<file path="src/rtl/strided_req_gen.sv">
module strided_req_gen #(
  parameter int AW = 32,
  parameter int CW = 16,
  parameter int MAX_BURST_BYTES = 64
) (
  input  logic                               clk,
  input  logic                               rst_n,
  input  logic                               start,
  input  logic                               trig,
  input  logic                               frame_mode,
  input  logic [CW-1:0]                      acnt,
  input  logic [CW-1:0]                      bcnt,
  input  logic [CW-1:0]                      ccnt,
  input  logic [AW-1:0]                      src_addr,
  input  logic [AW-1:0]                      dst_addr,
  input  logic [AW-1:0]                      src_astep,
  input  logic [AW-1:0]                      dst_astep,
  input  logic [AW-1:0]                      src_fstep,
  input  logic [AW-1:0]                      dst_fstep,
  output logic                               rd_valid,
  output logic [AW-1:0]                      rd_addr,
  output logic [$clog2(MAX_BURST_BYTES):0]   rd_len,
  input  logic                               rd_ready,
  output logic                               wr_valid,
  output logic [AW-1:0]                      wr_addr,
  output logic [$clog2(MAX_BURST_BYTES):0]   wr_len,
  input  logic                               wr_ready,
  output logic                               done
);
  localparam int OW = $clog2(MAX_BURST_BYTES);
  localparam int LW = OW + 1;
  localparam int RW = 2 * CW;

  typedef enum logic [1:0] {S_IDLE, S_WAIT, S_RUN} st_t;
  st_t st;

  logic [CW-1:0] r_acnt, r_bcnt, r_ccnt, b_idx, c_idx;
  logic          r_fm;
  logic [AW-1:0] in_a [2], in_s [2], in_f [2];
  logic [AW-1:0] astep [2], fstep [2], frm [2], arr [2], cur [2];
  logic [RW-1:0] rem [2], rlen [2];
  logic [CW-1:0] left [2];
  logic [LW-1:0] room [2], clen [2];
  logic [1:0]    busy, lin, hs;
  logic          null_req, last_unit, frame_end;

  assign in_a[0] = src_addr;  assign in_a[1] = dst_addr;
  assign in_s[0] = src_astep; assign in_s[1] = dst_astep;
  assign in_f[0] = src_fstep; assign in_f[1] = dst_fstep;

  assign null_req  = (acnt == '0) || (bcnt == '0) || (ccnt == '0);
  assign frame_end = r_fm || (b_idx == r_bcnt - 1'b1);
  assign last_unit = (c_idx == r_ccnt - 1'b1) && frame_end;

  always_comb begin
    for (int s = 0; s < 2; s++) begin
      lin[s]  = (AW'(r_acnt) == astep[s]);
      rlen[s] = (r_fm && lin[s]) ? RW'(r_acnt) * RW'(r_bcnt) : RW'(r_acnt);
      room[s] = LW'(MAX_BURST_BYTES) - LW'(cur[s][OW-1:0]);
      clen[s] = (rem[s] < RW'(room[s])) ? LW'(rem[s]) : room[s];
    end
  end

  assign rd_valid = busy[0];
  assign rd_addr  = cur[0];
  assign rd_len   = clen[0];
  assign wr_valid = busy[1];
  assign wr_addr  = cur[1];
  assign wr_len   = clen[1];
  assign hs       = {wr_valid && wr_ready, rd_valid && rd_ready};

  always_ff @(posedge clk or negedge rst_n) begin
    if (!rst_n) begin
      st     <= S_IDLE;
      done   <= 1'b0;
      busy   <= '0;
      r_acnt <= '0;
      r_bcnt <= '0;
      r_ccnt <= '0;
      r_fm   <= 1'b0;
      b_idx  <= '0;
      c_idx  <= '0;
      for (int s = 0; s < 2; s++) begin
        astep[s] <= '0;
        fstep[s] <= '0;
        frm[s]   <= '0;
        arr[s]   <= '0;
        cur[s]   <= '0;
        rem[s]   <= '0;
        left[s]  <= '0;
      end
    end else begin
      done <= 1'b0;
      case (st)
        S_IDLE: if (start) begin
          r_acnt <= acnt;
          r_bcnt <= bcnt;
          r_ccnt <= ccnt;
          r_fm   <= frame_mode;
          b_idx  <= '0;
          c_idx  <= '0;
          for (int s = 0; s < 2; s++) begin
            astep[s] <= in_s[s];
            fstep[s] <= in_f[s];
            frm[s]   <= in_a[s];
            arr[s]   <= in_a[s];
          end
          if (null_req) done <= 1'b1;
          else          st   <= S_WAIT;
        end
        S_WAIT: if (trig) begin
          for (int s = 0; s < 2; s++) begin
            cur[s]  <= arr[s];
            rem[s]  <= rlen[s];
            left[s] <= (r_fm && !lin[s]) ? r_bcnt - 1'b1 : '0;
          end
          busy <= 2'b11;
          st   <= S_RUN;
        end
        S_RUN: begin
          if (busy == 2'b00) begin
            if (last_unit) begin
              st   <= S_IDLE;
              done <= 1'b1;
            end else begin
              st <= S_WAIT;
              if (frame_end) begin
                b_idx <= '0;
                c_idx <= c_idx + 1'b1;
                for (int s = 0; s < 2; s++) begin
                  frm[s] <= frm[s] + fstep[s];
                  arr[s] <= frm[s] + fstep[s];
                end
              end else begin
                b_idx <= b_idx + 1'b1;
                for (int s = 0; s < 2; s++) arr[s] <= arr[s] + astep[s];
              end
            end
          end else begin
            for (int s = 0; s < 2; s++) begin
              if (hs[s]) begin
                if (rem[s] == RW'(clen[s])) begin
                  if (left[s] != '0) begin
                    arr[s]  <= arr[s] + astep[s];
                    cur[s]  <= arr[s] + astep[s];
                    rem[s]  <= RW'(r_acnt);
                    left[s] <= left[s] - 1'b1;
                  end else begin
                    busy[s] <= 1'b0;
                  end
                end else begin
                  cur[s] <= cur[s] + AW'(clen[s]);
                  rem[s] <= rem[s] - RW'(clen[s]);
                end
              end
            end
          end
        end
        default: st <= S_IDLE;
      endcase
    end
  end
endmodule

</file>
<file path="config.mk">
export PLATFORM = sky130hd
export DESIGN_NAME = strided_req_gen
export DESIGN_NICKNAME = d
export VERILOG_FILES = /design/src/rtl/strided_req_gen.sv
export SDC_FILE = /design/constraint.sdc
export NUM_CORES = 2
export LEC_CHECK = 0
export CORE_ASPECT_RATIO = 1.2
export CORE_UTILIZATION = 35
export DETAILED_ROUTE_END_ITERATION = 7
export PLACE_DENSITY_LB_ADDON = 0.3
export SYNTH_ARGS = -nofsm -noshare
export SYNTH_HDL_FRONTEND = slang
export SYNTH_SLANG_ARGS = --single-unit
</file>
<file path="constraint.sdc">
create_clock -name clk -period 9.77 [get_ports clk]
set_input_delay 2.931 -clock clk [delete_from_list [all_inputs] [get_ports clk]]
set_output_delay 2.931 -clock clk [all_outputs]
set_load 0.005 [all_outputs]
</file>
==> flow_results.xml <==
<?xml version="1.0" encoding="UTF-8"?>
<metrics>
  <group name="outcome">
    <metric name="run_status" unit="">finished clean</metric>
  </group>
  <group name="yosys">
    <metric name="ys_top_cells_by_area" unit="">sky130_fd_sc_hd__dfrtp_1, sky130_fd_sc_hd__fa_1, sky130_fd_sc_hd__nand2_1, sky130_fd_sc_hd__ha_1, sky130_fd_sc_hd__o21ai_0</metric>
    <metric name="post_synth_num_cell_types" unit="">91</metric>
    <metric name="synth-seq-cells" unit="">502</metric>
    <metric name="edff_count_synth" unit="">0</metric>
    <metric name="share_of_the_synthesized_area_in_the_top_cell_type" unit="">0.291</metric>
    <metric name="synth_sequential_area_ratio" unit="">0.291</metric>
    <metric name="synth.cell_area" unit="um2">43200</metric>
    <metric name="ys_async_sr_fraction" unit="">1.00</metric>
    <metric name="synthCells" unit="">5302</metric>
    <metric name="yosysTopAreaCell" unit="">sky130_fd_sc_hd__dfrtp_1</metric>
    <metric name="yosysWarnings" unit="">0</metric>
    <metric name="synth_area_per_cell" unit="um2">8.14</metric>
    <metric name="synth_top_flop_cell" unit="">sky130_fd_sc_hd__dfrtp_1</metric>
    <metric name="synth.net_count" unit="">6027</metric>
  </group>
  <group name="critical_path">
    <metric name="worstPathMaxFanout" unit="">9</metric>
    <metric name="max_stage_delay" unit="ns">0.69</metric>
    <metric name="critical_path.slowest_cell" unit="">sky130_fd_sc_hd__nor4_1</metric>
    <metric name="worstSetupStartpoint" unit="">rem[43]$_DFFE_PN0P_</metric>
    <metric name="timing.critical_path.cells" unit="">or3_1 &gt; nor4_1 &gt; nand4_1 &gt; a211oi_1 &gt; o21ai_1 &gt; o21ai_0 &gt; clkdlybuf4s50_1</metric>
    <metric name="r2r_cells" unit="">21</metric>
    <metric name="cp-start-kind" unit="">register</metric>
    <metric name="critical_path.reg2reg.endpoint" unit="">rem[63]$_DFFE_PN0P_</metric>
    <metric name="reg2reg_slack" unit="ns">2.26</metric>
    <metric name="required" unit="ns">6.84</metric>
    <metric name="timing.rr.start" unit="">r_acnt[11]$_DFFE_PN0P_</metric>
    <metric name="critPathKind" unit="">register to output pin</metric>
    <metric name="critical_path_arrival" unit="ns">4.67</metric>
    <metric name="critical_path_buf_inv_count" unit="">1</metric>
    <metric name="type_of_element_capturing_the_critical_path" unit="">output pin</metric>
    <metric name="critPathTopFamily" unit="">simple AND/OR/NAND/NOR gates</metric>
  </group>
  <group name="floorplanning">
    <metric name="start_util" unit="">0.354</metric>
    <metric name="floorplan.die.height" unit="um">387</metric>
    <metric name="die_area" unit="um2">125000</metric>
    <metric name="core_area" unit="um2">122000</metric>
    <metric name="floorplan.die.width" unit="um">323</metric>
    <metric name="rows" unit="">140</metric>
    <metric name="io-pin-count" unit="">328</metric>
  </group>
  <group name="sta">
    <metric name="timing.setup.tns" unit="ns">0</metric>
    <metric name="clock-skew-final" unit="ns">0.0531</metric>
    <metric name="max_slew_margin" unit="">0.196</metric>
    <metric name="finalHoldViolations" unit="">0</metric>
    <metric name="layout_worst_path_cycle_share" unit="">0.778</metric>
    <metric name="finalSetupViolations" unit="">0</metric>
    <metric name="rsz0062_at_grt" unit="">no</metric>
    <metric name="post-route-min-period" unit="ns">7.61</metric>
    <metric name="hold_ws" unit="ns">0.480</metric>
    <metric name="timing_worst_slew_pin_value" unit="ns">1.21</metric>
    <metric name="final-max-slew-violation-count" unit="">0</metric>
    <metric name="clock.fmax" unit="MHz">131</metric>
  </group>
  <group name="global_route">
    <metric name="grt_overflow" unit="">0</metric>
    <metric name="tot_gr_track_use" unit="">0.249</metric>
    <metric name="antenna_found_initial" unit="">4</metric>
    <metric name="grt_start_max_net_pins" unit="">140</metric>
    <metric name="first_pass_grt_wire_length" unit="um">241000</metric>
    <metric name="vias_in_the_first_global_route" unit="">39200</metric>
  </group>
  <group name="routing">
    <metric name="routed-via-count" unit="">39700</metric>
    <metric name="post_drt_wl_per_cell" unit="um">21.8</metric>
    <metric name="totalWireLength" unit="um">156000</metric>
    <metric name="routed_via_density" unit="">5.54</metric>
    <metric name="detail_route.iter0.violations" unit="">3297</metric>
    <metric name="route.antenna.remaining_nets" unit="">0</metric>
    <metric name="detail_route.first_pass.iterations" unit="">6</metric>
    <metric name="remaining_drc_errors" unit="">0</metric>
  </group>
  <group name="layout">
    <metric name="postLayoutCoreUtil" unit="">0.411</metric>
    <metric name="drive_above_1_share" unit="">0.0429</metric>
    <metric name="ff_latch_area" unit="um2">12600</metric>
    <metric name="multi_input_comb_area" unit="um2">28300</metric>
    <metric name="layout_commonest_cell" unit="">sky130_fd_sc_hd__nand2_1</metric>
    <metric name="n_fill_cell" unit="">12400</metric>
    <metric name="num_antenna_cells" unit="">0</metric>
    <metric name="fin_nets" unit="">6203</metric>
    <metric name="area_delta_synth_final" unit="%">16.0</metric>
    <metric name="most-common-layout-cells" unit="">sky130_fd_sc_hd__nand2_1, sky130_fd_sc_hd__dfrtp_1, sky130_fd_sc_hd__o21ai_0</metric>
  </group>
  <group name="clocking">
    <metric name="clock_tree.root_cell" unit="">sky130_fd_sc_hd__clkbuf_16</metric>
    <metric name="post_cts_resized" unit="">0</metric>
    <metric name="cts_sink_count" unit="">502</metric>
    <metric name="cts.repair_timing.setup_buffer_count" unit="">0</metric>
    <metric name="cts_htree_levels" unit="">2</metric>
    <metric name="postCtsHoldBufs" unit="">0</metric>
    <metric name="clk_latency_worst_skew_pair" unit="ns">0.71</metric>
    <metric name="cts_buffers" unit="">61</metric>
    <metric name="cts_tree" unit="">yes</metric>
    <metric name="worst_setup_hold_path_clk_slew" unit="ns">0.06</metric>
    <metric name="clock_tree.buffer_depth" unit="">3</metric>
  </group>
  <group name="worst_hold_path">
    <metric name="hold_end" unit="">frm[47]$_DFFE_PN0P_</metric>
    <metric name="hold_class" unit="">register to register</metric>
    <metric name="min_delay_path_depth" unit="">1</metric>
    <metric name="hold_path.startpoint" unit="">frm[47]$_DFFE_PN0P_</metric>
  </group>
  <group name="placement">
    <metric name="post-dp-hpwl" unit="um">118000</metric>
    <metric name="gpl.final_weighted_congestion" unit="">0.966</metric>
    <metric name="port-buffer-count" unit="">327</metric>
  </group>
  <group name="job">
    <metric name="cap_violations" unit="">0</metric>
  </group>
</metrics>
-- layout make-up --
cell class / instances / area share
tap: 1633 / 0.0408
sequential: 502 / 0.251
timing repair buffer: 385 / 0.0746
multi-input combinational: 4173 / 0.566
clock buffer: 90 / 0.0361
inverter: 355 / 0.0266
clock inverter: 19 / 0.00552
-- cells in the mapped netlist (all sizes together), types with 52 or more instances --
cell type,count
a211oi,52
a21o,88
a21oi,289
a31oi,56
and2,145
clkbuf,243
dfrtp,502
fa,202
ha,276
inv,354
nand2,1074
nand3,81
nor2,340
nor3,102
nor4,62
o211ai,60
o21ai,406
xnor2,149
xor2,118
-- layer usage --
metal | part of all wire | vias up | track usage
met1 | 0.43 | 19400 | 0.335
li1 | - | 18600 | -
met5 | 0.00025 | - | 0
met4 | 0.047 | 6 | 0.106
met2 | 0.45 | 1335 | 0.387
met3 | 0.074 | 291 | 0.0508
-- sequential cells by signal, summed over array words and instances, names as in the netlist --
| name | flops |
|---|---|
| frm | 64 |
| fstep | 64 |
| left | 32 |
| r_acnt | 16 |
| wr_addr | 32 |
| r_ccnt | 16 |
| arr | 64 |
| r_bcnt | 16 |
| b_idx | 16 |
| busy | 2 |
| st | 2 |
| c_idx | 16 |
| rd_addr | 32 |
| astep | 64 |
| rem | 64 |
| done | 1 |
| r_fm | 1 |
-- worst register-to-register path, stage by stage, from the launching register on --
cell                       delay (ns)
sky130_fd_sc_hd__dfrtp_1         1.13
sky130_fd_sc_hd__nand2_1         0.20
sky130_fd_sc_hd__fa_1            0.53
sky130_fd_sc_hd__fa_1            0.48
sky130_fd_sc_hd__fa_1            0.55
sky130_fd_sc_hd__inv_1           0.05
sky130_fd_sc_hd__fa_1            0.49
sky130_fd_sc_hd__fa_1            0.54
sky130_fd_sc_hd__inv_1           0.06
sky130_fd_sc_hd__fa_1            0.48
sky130_fd_sc_hd__inv_1           0.05
sky130_fd_sc_hd__ha_1            0.34
sky130_fd_sc_hd__a21o_1          0.20
sky130_fd_sc_hd__a21oi_1         0.16
sky130_fd_sc_hd__o21ai_0         0.13
sky130_fd_sc_hd__a31o_2          0.27
sky130_fd_sc_hd__a31o_2          0.24
sky130_fd_sc_hd__a41oi_1         0.43
sky130_fd_sc_hd__o211ai_1        0.25
sky130_fd_sc_hd__or4_1           0.53
sky130_fd_sc_hd__and4_1          0.16
sky130_fd_sc_hd__o21ai_0         0.14
-- cells by family after synthesis --
logic type / count (synthesis) / share of synthesized area
and+or+nand+nor: 2052 / 0.214
xor gates and xnor gates: 274 / 0.0579
adders and majority gates: 478 / 0.174
muxes: 82 / 0.0205
AOI/OAI and AO/OA: 1287 / 0.188
DFF: 502 / 0.291
buffers and inverters: 627 / 0.0550
-- how the worst max path moves through the flow --
stage / slack [ns] / cells past startpoint / endpoint
after floorplan: 3.06 / 25 / rem[63]$_DFFE_PN0P_
after global placement: 2.44 / 21 / rem[63]$_DFFE_PN0P_
after detailed placement: 2.30 / 21 / rem[63]$_DFFE_PN0P_
after CTS: 1.91 / 6 / wr_len[0]
after global routing: 1.87 / 23 / rem[63]$_DFFE_PN0P_
final: 2.16 / 7 / rd_len[1]
-- per-stage QoR --
stage          area (um2)  instances  worst slack [ns]
2_1_floorplan       43200       5302              3.06
3_3_place_gp        48000       7047              2.44
3_5_place_dp        48000       7047              2.30
4_1_cts             50100       7156              1.91
5_1_grt             50100       7157              1.87
6_report            50100       7157              2.16
Power is not shown: default switching activity piles up to over one toggle a cycle in this logic, so the estimate is an artifact.
